File: config.mk
export PLATFORM = sky130hd
export DESIGN_NAME = edge_time_accum
export DESIGN_NICKNAME = d
export VERILOG_FILES = /design/src/rtl/eta_pkg.sv /design/src/rtl/eta_input_stage.sv /design/src/rtl/eta_prescaler.sv /design/src/rtl/eta_count_reg.sv /design/src/rtl/edge_time_accum.sv
export SDC_FILE = /design/constraint.sdc
export NUM_CORES = 1
export LEC_CHECK = 0
export BUFFER_PORTS_ARGS = -buffer_cell sky130_fd_sc_hd__clkbuf_2
export CAP_MARGIN = 20
export CORE_ASPECT_RATIO = 0.9
export CORE_MARGIN = 4
export CORE_UTILIZATION = 40
export DETAILED_ROUTE_END_ITERATION = 12
export PLACE_DENSITY_LB_ADDON = 0.15
export SETUP_SLACK_MARGIN = 0.1
export SLEW_MARGIN = 20
export SYNTH_ARGS = -nofsm -noshare
export SYNTH_HDL_FRONTEND = slang
export SYNTH_SLANG_ARGS = --single-unit
File: constraint.sdc
create_clock -name clk -period 1.9 [get_ports clk]
set_input_delay 0.095 -clock clk [delete_from_list [all_inputs] [get_ports clk]]
set_output_delay 0.095 -clock clk [all_outputs]
set_load 0.005 [all_outputs]
File: src/rtl/eta_pkg.sv
package eta_pkg;

    typedef enum logic [1:0] {
        ST_IDLE  = 2'd0,
        ST_EVENT = 2'd1,
        ST_GATED = 2'd2
    } eta_state_e;

endpackage

File: src/rtl/eta_input_stage.sv
module eta_input_stage #(
    parameter int SYNC_STAGES = 2
) (
    input  logic clk,
    input  logic rst_n,
    input  logic clk_en,
    input  logic pin,
    input  logic polarity,
    output logic level_act,
    output logic edge_act
);
    localparam int MSB = SYNC_STAGES - 1;

    logic [MSB:0] sync_q;
    logic         last_q;

    generate
        for (genvar g = 0; g < SYNC_STAGES; g++) begin : g_stage
            if (g == 0) begin : g_first
                always_ff @(posedge clk or negedge rst_n) begin
                    if (!rst_n)      sync_q[0] <= 1'b0;
                    else if (clk_en) sync_q[0] <= pin;
                end
            end else begin : g_next
                always_ff @(posedge clk or negedge rst_n) begin
                    if (!rst_n)      sync_q[g] <= 1'b0;
                    else if (clk_en) sync_q[g] <= sync_q[g-1];
                end
            end
        end
    endgenerate

    always_ff @(posedge clk or negedge rst_n) begin
        if (!rst_n)      last_q <= 1'b0;
        else if (clk_en) last_q <= sync_q[MSB];
    end

    assign level_act = sync_q[MSB] ^ polarity;
    assign edge_act  = level_act & ~(last_q ^ polarity);

    // One qualified edge cannot be reported on two consecutive enabled cycles.
    assert_single_edge_R5: assert property (@(posedge clk) disable iff (!rst_n)
        (clk_en && edge_act) |=> !edge_act);

endmodule

File: src/rtl/eta_prescaler.sv
module eta_prescaler #(
    parameter int DIV = 64
) (
    input  logic clk,
    input  logic rst_n,
    input  logic clk_en,
    input  logic run,
    output logic tick
);
    localparam int            PW   = (DIV > 1) ? $clog2(DIV) : 1;
    localparam logic [PW-1:0] LAST = PW'(DIV - 1);
    localparam logic [PW-1:0] ONE  = PW'(1);

    logic [PW-1:0] div_q;

    always_ff @(posedge clk or negedge rst_n) begin
        if (!rst_n)          div_q <= '0;
        else if (!run)       div_q <= '0;
        else if (clk_en)     div_q <= (div_q == LAST) ? '0 : div_q + ONE;
    end

    assign tick = run & clk_en & (div_q == LAST);

    assert_tick_gap_R6: assert property (@(posedge clk) disable iff (!rst_n)
        tick |=> !tick);

    assert_held_reset_R8: assert property (@(posedge clk) disable iff (!rst_n)
        !run |=> (div_q == '0));

endmodule

File: src/rtl/eta_count_reg.sv
module eta_count_reg #(
    parameter int W = 8
) (
    input  logic         clk,
    input  logic         rst_n,
    input  logic         wr,
    input  logic [W-1:0] wdata,
    input  logic         step,
    input  logic         flag_clr,
    output logic [W-1:0] count,
    output logic         flag
);
    localparam logic [W-1:0] ONE = W'(1);

    logic wrap;

    assign wrap = step & ~wr & (count == '1);

    always_ff @(posedge clk or negedge rst_n) begin
        if (!rst_n)    count <= '0;
        else if (wr)   count <= wdata;
        else if (step) count <= count + ONE;
    end

    always_ff @(posedge clk or negedge rst_n) begin
        if (!rst_n)        flag <= 1'b0;
        else if (wrap)     flag <= 1'b1;
        else if (flag_clr) flag <= 1'b0;
    end

    assert_write_wins_R13: assert property (@(posedge clk) disable iff (!rst_n)
        wr |=> (count == $past(wdata)));

    assert_step_adds_R3: assert property (@(posedge clk) disable iff (!rst_n)
        (step && !wr) |=> (count == $past(count) + ONE));

    assert_wrap_flag_R10: assert property (@(posedge clk) disable iff (!rst_n)
        (step && !wr && count == '1) |=> (flag && count == '0));

    assert_flag_sticky_R11: assert property (@(posedge clk) disable iff (!rst_n)
        (flag && !flag_clr) |=> flag);

    assert_flag_clear_R11: assert property (@(posedge clk) disable iff (!rst_n)
        (flag_clr && !(step && !wr && count == '1)) |=> !flag);

endmodule

File: src/rtl/edge_time_accum.sv
module edge_time_accum #(
    parameter int CNT_W        = 8,
    parameter int PRESCALE_DIV = 64,
    parameter int SYNC_STAGES  = 2
) (
    input  logic             clk,
    input  logic             rst_n,
    input  logic             clk_en,
    input  logic             ext_in,
    input  logic             cfg_enable,
    input  logic             cfg_mode,
    input  logic             cfg_polarity,
    input  logic             cfg_irq_en,
    input  logic             cnt_wr,
    input  logic [CNT_W-1:0] cnt_wdata,
    output logic [CNT_W-1:0] cnt_rdata,
    input  logic             flag_wr,
    input  logic             flag_wdata,
    output logic             ovf_flag,
    output logic             ovf_irq
);
    import eta_pkg::*;

    eta_state_e state_q, state_d;
    logic       level_act, edge_act, tick;
    logic       count_step, pre_run;

    eta_input_stage #(.SYNC_STAGES(SYNC_STAGES)) u_input (
        .clk       (clk),
        .rst_n     (rst_n),
        .clk_en    (clk_en),
        .pin       (ext_in),
        .polarity  (cfg_polarity),
        .level_act (level_act),
        .edge_act  (edge_act)
    );

    eta_prescaler #(.DIV(PRESCALE_DIV)) u_prescale (
        .clk    (clk),
        .rst_n  (rst_n),
        .clk_en (clk_en),
        .run    (pre_run),
        .tick   (tick)
    );

    eta_count_reg #(.W(CNT_W)) u_count (
        .clk      (clk),
        .rst_n    (rst_n),
        .wr       (cnt_wr),
        .wdata    (cnt_wdata),
        .step     (count_step),
        .flag_clr (flag_wr & flag_wdata),
        .count    (cnt_rdata),
        .flag     (ovf_flag)
    );

    // State register
    always_ff @(posedge clk or negedge rst_n) begin
        if (!rst_n)      state_q <= ST_IDLE;
        else if (clk_en) state_q <= state_d;
    end

    // Next state: every state follows the configuration inputs
    always_comb begin
        state_d = ST_IDLE;
        unique case (state_q)
            ST_IDLE, ST_EVENT, ST_GATED: begin
                if (!cfg_enable)   state_d = ST_IDLE;
                else if (cfg_mode) state_d = ST_GATED;
                else               state_d = ST_EVENT;
            end
            default: state_d = ST_IDLE;
        endcase
    end

    // Outputs of the controller
    always_comb begin
        count_step = 1'b0;
        pre_run    = 1'b0;
        unique case (state_q)
            ST_IDLE: begin
                count_step = 1'b0;
                pre_run    = 1'b0;
            end
            ST_EVENT: begin
                count_step = clk_en & edge_act;
                pre_run    = 1'b0;
            end
            ST_GATED: begin
                count_step = tick & level_act;
                pre_run    = 1'b1;
            end
            default: begin
                count_step = 1'b0;
                pre_run    = 1'b0;
            end
        endcase
    end

    assign ovf_irq = ovf_flag & cfg_irq_en;

    assert_idle_hold_R8: assert property (@(posedge clk) disable iff (!rst_n)
        (state_q == ST_IDLE && !cnt_wr) |=> $stable(cnt_rdata));

    assert_no_enable_hold_R9: assert property (@(posedge clk) disable iff (!rst_n)
        (!clk_en && !cnt_wr) |=> $stable(cnt_rdata));

    assert_irq_gate_R12: assert property (@(posedge clk) disable iff (!rst_n)
        !cfg_irq_en |-> !ovf_irq);

    assert_legal_state_R1: assert property (@(posedge clk) disable iff (!rst_n)
        state_q != 2'd3);

endmodule

Yosys cells after proc, flatten, opt, wreduce, memory -nomap -nowiden
Index checks and enable logic that the tools add are counted.
- input port bits: 19
- output and inout bits: 10
- bits in writable memories: 0
- logic and storage cells: 43
- bits in registers: 20
- latch bits: 0
- memories kept: 0
- ROM bits: 0
- add/sub/neg operators: 2
- divide/modulo/power cells: 0
- reductions and logical operators: 4
- bitwise operators: 13
- mux-type cells: 12
- shifts and indexed selects: 0
- equal/unequal tests: 5
- $mul: 0
- order comparisons: 0
- operators with widths (operator ; count):
    two-way mux 6 bit ; 3
    two-way mux 8 bit ; 2
    bitwise AND 1 bit ; 9
    adder 8 x 1 -> 8 bit, second input constant ; 1
    == test 8 bit, second input constant ; 1
    adder 6 x 1 -> 6 bit, second input constant ; 1
    == test 6 bit, second input constant ; 1
    two-way mux 2 bit ; 3
    nonzero test 2 bit ; 2
    two-way mux 1 bit ; 3
    OR reduction 3 bit ; 1
    == test 2 x 1 -> 1 bit, second input constant ; 1
    == test 2 bit, second input constant ; 1
    logical NOT 2 bit ; 1
    inequality test 2 bit, second input constant ; 1
    NOT 1 bit ; 2
    one-hot mux 1 bit (2 select lines) ; 1
    bitwise XOR 1 bit ; 2

Longest topological paths before layout
- depth in word-level cells: 9
- mapped depth: 7
- gate-level depth less buffers: 6

By module
From an unflattened synthesis, not the netlist that was laid out.
- cells, all modules: 115
- area total of the unflattened synthesis: 1119.8 µm²
- by module, submodules not included (module ; times used ; cells an instance ; seq. area each (µm²) ; area each (µm²)):
    eta_count_reg ; 1 ; 54 ; 225.2 ; 485.5
    eta_prescaler ; 1 ; 35 ; 150.1 ; 341.6
    edge_time_accum ; 1 ; 16 ; 50.0 ; 156.4
    eta_input_stage ; 1 ; 10 ; 75.1 ; 136.4

Least setup slack after synthesis
OpenSTA, ideal clock, no wires.
- path type: register to register
- start: register state_q[0]
- end: register u_count.count[4]
- period minus slack after synthesis: 1.714 ns
- stages on the path, launching flop included: 7
- setup time: 0.082 ns
- path buffers: 0
- required time: 1.818 ns
- data arrival time: 1.632 ns
- slack: 0.186 ns
- cells stage by stage: dfrtp_1 -> inv_1 -> ha_1 -> nand3_1 -> o22a_4 -> or4_1 -> a31oi_1
- cells in the longest elaborated chain, start to end: 7
- elaborated cells between the ends (all ways): 8
- those cells by class: 2 x eq/ne; 2 x mux; 3 x bitwise; 1 x reduce/logical
- ends and longest elaborated chain (what ; line ; RTL):
    from (decl) ; edge_time_accum.sv:24 ; eta_state_e state_q, state_d;
    from (signal assigned) ; edge_time_accum.sv:60 ; else if (clk_en) state_q <= state_d;
    == test 2 bit ; edge_time_accum.sv:80 ; unique case (state_q)
    two-way mux 1 bit ; edge_time_accum.sv:80 ;
    bitwise AND 1 bit (2 in series) ; eta_prescaler.sv:22 ; assign tick = run & clk_en & (div_q == LAST);
    bitwise AND 1 bit ; edge_time_accum.sv:90 ; count_step = tick & level_act;
    one-hot mux 1 bit (2 select lines) * ; edge_time_accum.sv:80 ;
    nonzero test 2 bit (no source line) * ; n/a ;
    to (signal assigned) ; eta_count_reg.sv:21 ; else if (wr) count <= wdata;
    to (signal assigned) ; eta_count_reg.sv:22 ; else if (step) count <= count + ONE;
    to (decl) ; eta_count_reg.sv:10 ; output logic [W-1:0] count,
Mark *: on every way between the ends. The rest lies on a longest branch, timed or not.
A chain may end at the register's enable or synchronous reset.

Worst setup path in the final report
- start: register state_q[0]
- end: register u_count.count[5]
The elaborated chain is that of the path after synthesis.

==> impl_metrics.env <==
export IMPL_cts_root_buf="clkbuf_4"
export IMPL_worstPathArrival_ns=2.00
export IMPL_htreeDepth=1
export IMPL_synthDistinctLibCells=31
export IMPL_whs_ns=0.01906
export IMPL_synthSimpleGateAreaFrac_pct=20.85
export IMPL_tns_ns=0
export IMPL_finalCritPeriodShare_pct=93.33
export IMPL_start_kind="register"
export IMPL_synthArstFlopShare_pct=100.0
export IMPL_max_freq_mhz=563.9
export IMPL_cts_buffers=3
export IMPL_syn_nets=139
export IMPL_synth_edff_count=0
export IMPL_synth_mux_area_share_pct=3.902
export IMPL_core_um2=2574
export IMPL_pwr_density_cell_nw_per_um2=617.0
export IMPL_drt_first_pass_iters=4
export IMPL_dp_hpwl_mm=1.785
export IMPL_sequentialPowerShare_pct=55.7
export IMPL_drive_gt1_share_pct=34.21
export IMPL_place_congestion=0.7644
export IMPL_synth_seq_cells=20
export IMPL_vias=996
export IMPL_relSlewSlack_pct=65.43
export IMPL_route_detailed_drc=0
export IMPL_switching_share_pct=29.55
export IMPL_ir_drop_mv=0.3442
export IMPL_yosys_area_top_type="dfrtp_1"
export IMPL_layout_nets=178
export IMPL_drv_cap=0
export IMPL_switchingPower_uw=258.9
export IMPL_cp_end_kind="register"
export IMPL_netlist_area_um2=1122
export IMPL_synthCells=115
export IMPL_antenna_cells=0
export IMPL_yosys_area_share_adder_pct=5.574
export IMPL_synthTopCellsByArea="dfrtp_1, ha_1, a31oi_1"
export IMPL_routedWlPerCell_um=13.17
export IMPL_startpoint="state_q[0]$_DFFE_PN0P_"
export IMPL_comb_power_share_pct=21.1
export IMPL_die_x_um=63.84
export IMPL_path_clk_slew_ns=0.11
export IMPL_synth_most_common_cell="dfrtp_1"
export IMPL_cpLargestDelayFamily="simple AND/OR/NAND/NOR gates"
export IMPL_worst_path_largest_cell_delay_ns=0.50
export IMPL_synth_xor_area_share_pct=3.122
export IMPL_area_delta_synth_final_pct=26.53
export IMPL_cp_endpoint="u_count.count[5]$_DFFE_PN0P_"
export IMPL_vias_per_cell=5.242
export IMPL_cts_tree="built"
export IMPL_ys_flop_type="dfrtp_1"
export IMPL_port_buffers=28
export IMPL_r2r_slack_ns=0.13
export IMPL_r2r_cells=6
export IMPL_track_usage_pct=13.74
export IMPL_p_int_uw=617.3
export IMPL_synth_top_area_share_pct=44.59
export IMPL_crit_fanout=8
export IMPL_synth_top_family_by_area="simple AND/OR/NAND/NOR gates"
export IMPL_slowest_stage="or4_1"
export IMPL_synth_compound_area_share_pct=18.62
export IMPL_r2r_start="state_q[0]$_DFFE_PN0P_"
export IMPL_clock_sinks=20
export IMPL_finalMaxSlewViolations=0
export IMPL_run_status="completed"
export IMPL_pwr_share_clk_pct=23.1
export IMPL_boundaryPins=29
export IMPL_finalClockSkew_ns=0.002050
export IMPL_hold_path_class="in -> reg"
export IMPL_grt_pass1_vias=908
export IMPL_hold_violations=0
export IMPL_wl_mm=2.503
export IMPL_power_leakage_nw=0.6452
export IMPL_grt_max_degree=21
export IMPL_synth_seq_area_share_pct=44.59
export IMPL_clk_insertion_delay_late_ns=0.30
export IMPL_dieArea_um2=3718
export IMPL_synth_top_cells_by_count="dfrtp_1, nor2_1, a31oi_1, nand2_1"
export IMPL_grt_setup_unrepaired="true"
export IMPL_rows=17
export IMPL_drtIter0Drc=14
export IMPL_worst_pin_slew_ns=0.5185
export IMPL_clk_path_buf_depth=2
export IMPL_avgSynthCellArea_um2=9.759
export IMPL_finalCriticalPeriod_ns=1.773
export IMPL_grt_pass1_wl_mm=4.098
export IMPL_path_cells="buf_6 -> ha_2 -> nand2_1 -> o22a_4 -> or4_1 -> a31oi_1"
export IMPL_die_h_um=58.25
export IMPL_initial_core_util_pct=43.61
export IMPL_cp_num_cells=6
export IMPL_r2r_end="u_count.count[5]$_DFFE_PN0P_"
export IMPL_setup_violations=0
export IMPL_postRouteAntennaNets=0
export IMPL_yosysWarnings=0
export IMPL_required_ns=2.13
export IMPL_cp_buffers_inverters=1
export IMPL_antenna_found_initial=0
export IMPL_grt_overflow=0
export IMPL_worstSetupPathType="reg -> reg"
power by group through the flow:
stage | Sequential (mW) | Clock (mW) | Combinational (mW)
after CTS | 0.487 | 0.213 | 0.163
after floorplan | 0.489 | 0 | 0.0915
after detailed placement | 0.496 | 0 | 0.161
after global routing | 0.494 | 0.229 | 0.208
final | 0.488 | 0.203 | 0.185
after global placement | 0.493 | 0 | 0.157
cells in the final DEF, fill, tap and decap left out, drive strengths merged, types with 2 or more instances in the layout:
cell type / instances
and2: 3
nand3: 6
o22ai: 3
o21ai: 4
xnor2: 2
o31ai: 5
a21boi: 4
o21a: 3
xor2: 2
buf: 8
or4: 5
dfrtp: 20
nor2: 8
a31oi: 7
nand2: 7
nor3: 2
nand4: 3
mux2: 3
or3: 3
clkbuf: 31
ha: 5
nand2b: 2
and3: 2
inv: 6
metal layers:
| metal | global-route usage (%) | part of all wire (%) | vias up |
|---|---|---|---|
| li1 | - | - | 501 |
| met1 | 18.51 | 50 | 465 |
| met2 | 21.94 | 43 | 26 |
| met3 | 4.070 | 5.2 | 4 |
| met4 | 2.769 | 1.5 | 0 |
| met5 | 0 | 0 | - |
worst reg2reg max path: stages, from the launching register on:
cell,delay [ns]
dfrtp_1,0.41
buf_6,0.11
ha_2,0.16
nand2_1,0.06
o22a_4,0.28
or4_1,0.50
a31oi_1,0.17
metrics by stage:
| step | cells | setup slack (ns) | power (mW) | instance area [um^2] | utilization, % |
|---|---|---|---|---|---|
| 2_1_floorplan | 115 | 0.1861 | 0.5810 | 1122 | - |
| 3_3_place_gp | 180 | 0.1317 | 0.6509 | 1314 | 51.05 |
| 3_5_place_dp | 180 | 0.1157 | 0.6566 | 1314 | 51.05 |
| 4_1_cts | 184 | 0.1127 | 0.8632 | 1346 | 52.31 |
| 5_1_grt | 190 | 0.07202 | 0.9315 | 1420 | 55.18 |
| 6_report | 190 | 0.1266 | 0.8762 | 1420 | 55.18 |
repair_timing:
item,CTS,global route
resized for setup,0,13
buffers inserted,0,6
hold buffers,1,0
setup endpoints to repair,4,6
endpoints found under the hold margin,20,0
pin swaps,1,7
cell families after synthesis:
| family | after synthesis |
|---|---|
| XOR/XNOR | 4 |
| flip-flops | 20 |
| multiplexers | 4 |
| AO/OA/AOI/OAI | 29 |
| buffers and inverters | 10 |
| AND/OR/NAND/NOR | 43 |
| adder cells (fa/ha/maj) | 5 |
area by class of cell:
class / instances / area [um^2]
Timing Repair Buffer: 37 / 217.7
Multi-Input combinational cell: 85 / 605.6
Clock buffer: 3 / 22.52
Fill cell: 232 / 1154
Tap cell: 38 / 47.55
Sequential cell: 20 / 500.5
Inverter: 7 / 26.28
worst min-delay path by stage:
stage            startpoint  cells past startpoint  slack (ns)                           end
4_1_cts        cnt_wdata[5]                      3       0.006  u_count.count[5]$_DFFE_PN0P_
3_3_place_gp          rst_n                      1        0.09  u_count.count[5]$_DFFE_PN0P_
6_report       cnt_wdata[4]                      3        0.02  u_count.count[4]$_DFFE_PN0P_
5_1_grt        cnt_wdata[1]                      2       0.009  u_count.count[1]$_DFFE_PN0P_
2_1_floorplan         rst_n                      0       -0.20        state_q[0]$_DFFE_PN0P_
3_5_place_dp          rst_n                      1         0.1  u_count.count[5]$_DFFE_PN0P_
sequential cells by signal, indices dropped and copies added, names as in the netlist:
name,flops
u_count.flag,1
u_input.last_q,1
u_count.count,8
u_prescale.div_q,6
u_input.sync_q,2
state_q,2
Power figures use the tool's default switching activity.
